$ cat config.mk
export PLATFORM = sky130hd
export DESIGN_NAME = e3g832_tx_timing
export DESIGN_NICKNAME = d
export VERILOG_FILES = /design/src/rtl/e3tx_pkg.sv /design/src/rtl/e3tx_pos_cnt.sv /design/src/rtl/e3tx_oh_map.sv /design/src/rtl/e3tx_oh_bank.sv /design/src/rtl/e3g832_tx_timing.sv
export SDC_FILE = /design/constraint.sdc
export NUM_CORES = 1
export LEC_CHECK = 0
export ABC_AREA = 1
export BUFFER_PORTS_ARGS = -buffer_cell sky130_fd_sc_hd__buf_2
export CAP_MARGIN = 20
export CORE_MARGIN = 5
export CORE_UTILIZATION = 52
export CTS_BUF_LIST = sky130_fd_sc_hd__clkbuf_8
export CTS_CLUSTER_DIAMETER = 50
export DETAILED_ROUTE_END_ITERATION = 6
export GPL_ROUTABILITY_DRIVEN = 0
export PLACE_DENSITY = 0.77
export SETUP_SLACK_MARGIN = 0.2
export SYNTH_ARGS = -nofsm -noshare
export SYNTH_HDL_FRONTEND = slang
export SYNTH_SLANG_ARGS = --single-unit
$ cat constraint.sdc
create_clock -name clk -period 1.8 [get_ports clk]
set_input_delay 0.27 -clock clk [delete_from_list [all_inputs] [get_ports clk]]
set_output_delay 0.27 -clock clk [all_outputs]
set_load 0.01 [all_outputs]
$ cat src/rtl/e3tx_pkg.sv
package e3tx_pkg;

  localparam int unsigned BYTE_W  = 8;
  localparam int unsigned N_AUX   = 5;
  localparam int unsigned N_SLOT  = N_AUX + 2;
  localparam int unsigned SLOT_W  = $clog2(N_SLOT);
  localparam int unsigned POS_W   = 16;

  // Result of mapping a frame byte index onto the overhead layout.
  typedef struct packed {
    logic              is_oh;
    logic [SLOT_W-1:0] slot;
  } oh_sel_t;

endpackage

$ cat src/rtl/e3tx_pos_cnt.sv
module e3tx_pos_cnt #(
  parameter int unsigned FRAME_BYTES = 537,
  parameter int unsigned BYTE_IDX_W  = $clog2(FRAME_BYTES)
) (
  input  logic                  clk,
  input  logic                  rst,
  output logic [BYTE_IDX_W-1:0] byte_idx,
  output logic [2:0]            bit_idx,
  output logic                  frame_start
);

  localparam logic [BYTE_IDX_W-1:0] LAST_BYTE = BYTE_IDX_W'(FRAME_BYTES - 1);

  logic [BYTE_IDX_W-1:0] byte_q;
  logic [2:0]            bit_q;

  // Position of the bit that the next clock edge emits.
  always_ff @(posedge clk) begin
    if (rst) begin
      byte_q <= '0;
      bit_q  <= '0;
    end else begin
      bit_q <= bit_q + 3'd1;
      if (bit_q == 3'd7) begin
        if (byte_q == LAST_BYTE) begin
          byte_q <= '0;
        end else begin
          byte_q <= byte_q + 1'b1;
        end
      end
    end
  end

  assign byte_idx    = byte_q;
  assign bit_idx     = bit_q;
  assign frame_start = (byte_q == '0) && (bit_q == 3'd0);

endmodule

$ cat src/rtl/e3tx_oh_map.sv
module e3tx_oh_map
  import e3tx_pkg::*;
#(
  parameter int unsigned BYTE_IDX_W = 10,
  parameter logic [N_AUX*POS_W-1:0] AUX_AT = {16'd472, 16'd354, 16'd236, 16'd118, 16'd59}
) (
  input  logic [BYTE_IDX_W-1:0] byte_idx,
  output oh_sel_t               sel
);

  logic [N_AUX-1:0] aux_hit;

  for (genvar gi = 0; gi < N_AUX; gi++) begin : g_hit
    localparam logic [BYTE_IDX_W-1:0] AT_I = AUX_AT[gi*POS_W +: BYTE_IDX_W];
    assign aux_hit[gi] = (byte_idx == AT_I);
  end

  always_comb begin
    sel.is_oh = 1'b0;
    sel.slot  = '0;
    if (byte_idx == BYTE_IDX_W'(0)) begin
      sel.is_oh = 1'b1;
      sel.slot  = SLOT_W'(0);
    end else if (byte_idx == BYTE_IDX_W'(1)) begin
      sel.is_oh = 1'b1;
      sel.slot  = SLOT_W'(1);
    end else begin
      for (int i = 0; i < N_AUX; i++) begin
        if (aux_hit[i]) begin
          sel.is_oh = 1'b1;
          sel.slot  = SLOT_W'(i + 2);
        end
      end
    end
  end

endmodule

$ cat src/rtl/e3tx_oh_bank.sv
module e3tx_oh_bank
  import e3tx_pkg::*;
#(
  parameter logic [BYTE_W-1:0] FA1 = 8'hF6,
  parameter logic [BYTE_W-1:0] FA2 = 8'h28
) (
  input  logic                    clk,
  input  logic                    rst,
  input  logic                    load,
  input  logic [N_AUX*BYTE_W-1:0] aux_in,
  input  logic [SLOT_W-1:0]       slot,
  input  logic [2:0]              bit_idx,
  output logic                    oh_bit
);

  logic [N_AUX*BYTE_W-1:0] aux_q;
  logic [BYTE_W-1:0]       slot_byte [N_SLOT];
  logic [BYTE_W-1:0]       cur_byte;

  // Captured once per frame so a frame never mixes two register settings.
  always_ff @(posedge clk) begin
    if (rst) begin
      aux_q <= '0;
    end else if (load) begin
      aux_q <= aux_in;
    end
  end

  assign slot_byte[0] = FA1;
  assign slot_byte[1] = FA2;
  for (genvar gi = 0; gi < N_AUX; gi++) begin : g_slot
    assign slot_byte[gi+2] = aux_q[gi*BYTE_W +: BYTE_W];
  end

  always_comb begin
    cur_byte = '0;
    for (int i = 0; i < N_SLOT; i++) begin
      if (slot == SLOT_W'(i)) begin
        cur_byte = slot_byte[i];
      end
    end
  end

  assign oh_bit = cur_byte[3'd7 - bit_idx];

endmodule

$ cat src/rtl/e3g832_tx_timing.sv
module e3g832_tx_timing
  import e3tx_pkg::*;
#(
  parameter int unsigned FRAME_BYTES = 537,
  parameter logic [BYTE_W-1:0] FA1 = 8'hF6,
  parameter logic [BYTE_W-1:0] FA2 = 8'h28,
  parameter logic [N_AUX*POS_W-1:0] AUX_AT = {16'd472, 16'd354, 16'd236, 16'd118, 16'd59}
) (
  input  logic                    clk,
  input  logic                    rst,
  input  logic                    tx_pay_bit,
  input  logic [N_AUX*BYTE_W-1:0] tx_aux_oh,
  output logic                    tx_ser,
  output logic                    tx_frm,
  output logic                    tx_oh
);

  localparam int unsigned BYTE_IDX_W = $clog2(FRAME_BYTES);

  logic [BYTE_IDX_W-1:0] byte_idx;
  logic [2:0]            bit_idx;
  logic                  frame_start;
  oh_sel_t               sel;
  logic                  oh_bit;

  logic ser_q, frm_q, oh_q;

  e3tx_pos_cnt #(
    .FRAME_BYTES (FRAME_BYTES),
    .BYTE_IDX_W  (BYTE_IDX_W)
  ) u_cnt (
    .clk         (clk),
    .rst         (rst),
    .byte_idx    (byte_idx),
    .bit_idx     (bit_idx),
    .frame_start (frame_start)
  );

  e3tx_oh_map #(
    .BYTE_IDX_W (BYTE_IDX_W),
    .AUX_AT     (AUX_AT)
  ) u_map (
    .byte_idx (byte_idx),
    .sel      (sel)
  );

  e3tx_oh_bank #(
    .FA1 (FA1),
    .FA2 (FA2)
  ) u_bank (
    .clk     (clk),
    .rst     (rst),
    .load    (frame_start),
    .aux_in  (tx_aux_oh),
    .slot    (sel.slot),
    .bit_idx (bit_idx),
    .oh_bit  (oh_bit)
  );

  // All three outputs describe the same bit-period.
  always_ff @(posedge clk) begin
    if (rst) begin
      ser_q <= 1'b0;
      frm_q <= 1'b0;
      oh_q  <= 1'b0;
    end else begin
      frm_q <= frame_start;
      oh_q  <= sel.is_oh;
      ser_q <= sel.is_oh ? oh_bit : tx_pay_bit;
    end
  end

  assign tx_ser = ser_q;
  assign tx_frm = frm_q;
  assign tx_oh  = oh_q;

endmodule

# ---- Word level (Yosys, flattened, before mapping)
# Index checks and enable logic that the tools add are counted.
dict set report word_totals {
  word_cells 46
  out_inout_bits 3
  register_bits 56
  in_bits 43
}
dict set report op_classes {
  n_mux 18
  n_eq_ne 14
  addsub 3
  n_reduce_logical 4
  order_cmp 1
}
# operator count
set op_table {}
lappend op_table {{8-bit 2-to-1 mux} 7}
lappend op_table {{4-bit 2-to-1 mux} 7}
lappend op_table {{10-bit by 9-bit equality test with 1-bit output (second input constant)} 2}
lappend op_table {{3-bit equality test (second input constant)} 4}
lappend op_table {{10-bit by 1-bit adder with 10-bit output (second input constant)} 1}
lappend op_table {{10-bit by 1-bit equality test with 1-bit output (second input constant)} 1}
lappend op_table {{10-bit equality test (second input constant)} 1}
lappend op_table {{10-bit by 6-bit equality test with 1-bit output (second input constant)} 1}
lappend op_table {{10-bit by 7-bit equality test with 1-bit output (second input constant)} 1}
lappend op_table {{10-bit by 8-bit equality test with 1-bit output (second input constant)} 1}
lappend op_table {{10-bit zero test} 1}
lappend op_table {{10-bit 2-to-1 mux} 1}
lappend op_table {{3-bit by 2-bit equality test with 1-bit output (second input constant)} 2}
lappend op_table {{3-bit zero test} 2}
lappend op_table {{3-bit by 4-bit < comparator with 1-bit output (second input constant)} 1}
lappend op_table {{3-bit by 1-bit adder with 3-bit output (second input constant)} 1}
lappend op_table {{1-bit binary-select mux with 3-bit select} 1}
lappend op_table {{3-bit by 1-bit equality test with 1-bit output (second input constant)} 1}
lappend op_table {{3-bit subtractor (first input constant)} 1}
lappend op_table {{1-bit 2-to-1 mux} 2}
lappend op_table {{1-bit logical AND} 1}

# ---- Logic depth before layout (Yosys ltp)
dict set report logic_depth {
  depth_word 19
  mapped_depth 18
  depth_no_buf 18
}

# ---- Cells and area by module
# Synthesis repeated with hierarchy kept, for this count alone.
dict set report hier_totals {
  cells_unflattened 441
  hier_area_um2 2980.4
}
# mod n_inst cells_each seq_area_each_um2 area_per_inst_um2
set by_module_without_submodules {}
lappend by_module_without_submodules {e3tx_oh_bank 1 275 800.8 1914.3}
lappend by_module_without_submodules {e3tx_pos_cnt 1 96 260.2 713.2}
lappend by_module_without_submodules {e3tx_oh_map 1 57 0.0 252.7}
lappend by_module_without_submodules {e3g832_tx_timing 1 13 60.1 100.1}

# ---- Worst setup path before layout
# No wires, ideal clock.
dict set report synth_path {
  kind {flip-flop to flip-flop}
  from {reg u_cnt.byte_q[0] (netlist: u_cnt.byte_idx[0])}
  to {reg ser_q (netlist: tx_ser)}
  slack_ps 74
  path_buffers 1
  stages_incl_launch_ff 17
  arrival_ps 1617
  setup_time_ps 109
  t_required_ps 1691
  period_less_slack_ps 1726
  cell_sequence {dfxtp_1 -> inv_1 -> ha_1 -> inv_1 -> nor2_1 -> nand3_2 -> buf_6 -> nand3_2 -> inv_2 -> nand3_2 -> nand4_1 -> o21ai_1 -> nand3_1 -> nand2_1 -> nand3_1 -> nand2_1 -> inv_1}
}
dict set report synth_via {
  elab_chain_cells 19
  elab_cells_between_ends 31
  cone_classes {12 x eq/ne; 17 x mux; 2 x reduce/logical}
}
# item line_no
set synth_rtl {}
lappend synth_rtl {{from (decl)} e3tx_pos_cnt.sv:14} ;# logic [BYTE_IDX_W-1:0] byte_q;
lappend synth_rtl {{from (signal assigned)} e3tx_pos_cnt.sv:28} ;# byte_q <= byte_q + 1'b1;
lappend synth_rtl {{10-bit by 6-bit equality test with 1-bit output} e3tx_oh_map.sv:15} ;# assign aux_hit[gi] = (byte_idx == AT_I);
lappend synth_rtl {{4-bit 2-to-1 mux (5 in series)} e3tx_oh_map.sv:29} ;# if (aux_hit[i]) begin
lappend synth_rtl {{4-bit 2-to-1 mux} e3tx_oh_map.sv:24} ;# end else if (byte_idx == BYTE_IDX_W'(1)) begin
lappend synth_rtl {{4-bit 2-to-1 mux (*)} e3tx_oh_map.sv:21} ;# if (byte_idx == BYTE_IDX_W'(0)) begin
lappend synth_rtl {{3-bit zero test} e3tx_oh_bank.sv:38} ;# if (slot == SLOT_W'(i)) begin
lappend synth_rtl {{8-bit 2-to-1 mux (7 in series)} e3tx_oh_bank.sv:38}
lappend synth_rtl {{1-bit binary-select mux with 3-bit select} e3tx_oh_bank.sv:44} ;# assign oh_bit = cur_byte[3'd7 - bit_idx];
lappend synth_rtl {{1-bit 2-to-1 mux (implied by the code)} e3tx_oh_bank.sv:44}
lappend synth_rtl {{1-bit 2-to-1 mux (*)} e3g832_tx_timing.sv:69} ;# ser_q <= sel.is_oh ? oh_bit : tx_pay_bit;
lappend synth_rtl {{to (signal assigned)} e3g832_tx_timing.sv:69}
lappend synth_rtl {{to (decl)} e3g832_tx_timing.sv:26} ;# logic ser_q, frm_q, oh_q;
# Mark *: on every way between the ends. The rest lies on a longest branch, timed or not. The select of a mux whose other input is x is not followed.
# A chain may end at the register's enable or synchronous reset.

# ---- Final worst setup path
dict set report layout_path {
  from {reg u_cnt.byte_q[1] (netlist: u_cnt.byte_idx[1])}
  to {reg ser_q (netlist: tx_ser)}
}
# Same word-level chain as after synthesis.

==> flow_summary.ini <==
[run_status]
status = complete, but fails checks
violations = setup timing

[setup_path]
endpoint_kind = register
start_kind = register
crit_start = u_cnt.byte_idx[1]$_SDFFE_PP0P_
r2r_slack_ps = -130
crit_path_max_fanout = 4
path_class = register to register
arrival_ps = 2200
ff2ff_path_depth = 14
crit_end = tx_ser$_SDFF_PP0_
r2r_end = tx_ser$_SDFF_PP0_
worstReg2RegStart = u_cnt.byte_idx[1]$_SDFFE_PP0P_
worstPathRequired_ps = 2070

[cells_and_area]
drive_above_1_share_pct = 37.7
antennaDiodeCount = 0
n_fill_cell = 396
nets = 502
layout.area.seq_sq_um = 1130
post-route-cell-area_sq_um = 3740
multi_input_area_sq_um = 1640
syn2layout_area_growth_pct = 35.1
final_cell_count_no_fill = 523

[detailed_routing]
drt_first_pass_iters = 5
routed_wl_microns = 7590
wl_per_cell_microns = 14.5
viasPerCell = 5.22
postRouteAntennaNets = 0
num_vias = 2729
remaining_drc_errors = 0
drt_iter0_drc = 229

[yosys]
synth_area_leaders = dfxtp_1 40%, a211oi_1 11%, nor2_1 9.6%, inv_1 8.9%, nand2_1 7.4%
synth_nets = 437
yosysSeqAreaShare_pct = 40.5
synth-seq-cells = 56
synth_area_sq_um = 2770
ys_warn_count = 0
avgSynthCellArea_sq_um = 7.16
synth_cell_type_count = 29
synth_top_area_cell = dfxtp_1
syn_inst = 387
yosysTopAreaCellShare_pct = 40.5

[placement]
post-dp-hpwl_microns = 4800
numPlacedInstances = 503
io_buffers = 45
place_area_sq_um = 3180

[clock_network]
clk_latency_ps = 320
tritoncts = built
cts_inserted_buffers = 5
clockBufferDepth = 2
clock-sinks = 56
clk_pin_slew_ps = 100
cts_max_level = 2
root_buffer = clkbuf_8

[floorplan]
num_io_pins = 46
die_height_microns = 83.0
rows = 26
core_area_sq_um = 5140
die_area_sq_um = 6890
initial_core_util_pct = 53.9
die_x_microns = 83.0

[sta]
final.setup.worst_slack_ps = -127
relSlewSlack_pct = 73.1
worst_pin_slew_ps = 404
timing.fmax_mhz = 519
min_period_ps = 1930
final_hold_viol_count = 0
clock_skew_ps = 8.55
setup_viol = 1
period_share_pct = 107
slew_viol_final = 0
rsz0062_at_grt = yes

[global_routing]
grt_max_degree = 55
overflow = 0
antenna_found_initial = 0
grt_usage_pct = 18.7
grt_pass1_wl_microns = 10700
grt_pass1_vias = 2360

[pwr]
leakagePower_nw = 1.59
p_per_area_nw_per_um2 = 733
ir_worst_vdd_mv = 0.467
total_power_mw = 2.74

[min_path]
hold_path.class = input port to register

[run]
maxCapViolations = 0
[final cells by class]
| class | count | area share (%) |
|---|---|---|
| Clock buffer | 6 | 2.21 |
| Clock inverter | 2 | 0.368 |
| Inverter | 70 | 7.19 |
| Multi-Input combinational cell | 245 | 43.9 |
| Sequential cell | 56 | 30.3 |
| Tap cell | 70 | 2.34 |
| Timing Repair Buffer | 74 | 13.7 |
[worst min path at each step]
stage,from,endpoint,slack [ps],cells after the start
after floorplan,u_bank.aux_q[16]$_SDFFE_PP0P_,u_bank.aux_q[16]$_SDFFE_PP0P_,430,2
after global placement,u_bank.aux_q[31]$_SDFFE_PP0P_,u_bank.aux_q[31]$_SDFFE_PP0P_,450,2
after detailed placement,u_bank.aux_q[10]$_SDFFE_PP0P_,u_bank.aux_q[10]$_SDFFE_PP0P_,450,2
after CTS,tx_aux_oh[3],u_bank.aux_q[3]$_SDFFE_PP0P_,210,3
after global routing,tx_aux_oh[35],u_bank.aux_q[35]$_SDFFE_PP0P_,210,3
final,tx_aux_oh[3],u_bank.aux_q[3]$_SDFFE_PP0P_,220,3
[report_power, final]
part / switching (mW) / internal (mW) / total [mW]
Combinational: 0.324 / 0.248 / 0.573
Sequential: 0.0598 / 1.37 / 1.43
Clock: 0.429 / 0.316 / 0.745
[registers in the layout, indices dropped and copies added, names as in the netlist]
register,cells
u_bank.aux_q,40
tx_oh,1
tx_ser,1
u_cnt.bit_idx,3
tx_frm,1
u_cnt.byte_idx,10
[layer usage]
layer / vias to the layer above / global-route usage, % / wire (microns)
li1: 1379 / - / -
met1: 1222 / 25.0 / 3330
met4: 0 / 6.09 / 251
met3: 27 / 4.06 / 445
met2: 101 / 29.9 / 3570
met5: - / 0 / 0
[cells by family after synthesis]
family | Yosys count | synth area share, %
simple gates | 163 | 25.5
xor+xnor | 3 | 0.948
flops | 56 | 40.5
fa+ha+maj | 7 | 3.16
compound gates | 71 | 17.4
mux | 1 | 0.361
buf+inv | 86 | 12.2
[cells in the mapped netlist]
master,instances
nor2_2,7
o21ai_0,10
inv_1,66
o21bai_2,1
nor3_1,2
clkbuf_1,13
nand3_2,4
nand2_1,55
a41o_1,1
a2111oi_0,2
dfxtp_1,56
nor3b_1,2
inv_2,4
buf_1,1
xor2_1,3
o21ai_2,1
o21ai_1,4
buf_6,2
a21oi_1,10
nand4_1,8
nor4_1,1
o21bai_1,1
mux2i_1,1
a211oi_1,40
nand3_1,10
ha_1,7
nor2_1,71
a31oi_1,1
nand2_2,3
[per-stage QoR]
stage                     hold slack [ps]  utilization, %  setup WS [ps]  setup TNS, ps
after floorplan                       431               -            154              0
after global placement                446            61.9          -23.2          -23.2
after detailed placement              448            61.9          -76.7          -76.7
after CTS                             215            65.5          -26.2          -26.2
after global routing                  214            72.8           -307           -902
final                                 217            72.8           -127           -127
[placed cells by master, fill, tap and decap left out, types with 8 or more instances in the layout]
cell type,n
a211oi_1,14
dfxtp_1,48
a21oi_1,10
o21ai_0,9
inv_1,60
nand2_1,49
nor2_1,58
buf_4,21
buf_2,45
inv_2,8
nand4_1,8
a211oi_2,26
nor2_2,13
[what timing repair did]
item | CTS | global route
hold buffers | 0 | 0
cloned | 0 | 3
pin swaps | 17 | 12
endpoints found under the setup margin | 5 | 48
setup buffers | 4 | 5
resized for setup | 17 | 69
[critical path, cell delays in order, from the launching register on]
cell,delay (ps)
dfxtp_4,400
ha_1,180
nand2_1,80
nor2_1,150
nand2_2,110
buf_4,170
o21ai_2,100
nor2_1,60
o21bai_2,140
a21oi_1,100
a21oi_1,160
nand2_1,70
nand3_1,70
nand2_1,50
inv_1,50
Note: power is estimated with default switching activity, not from simulation.
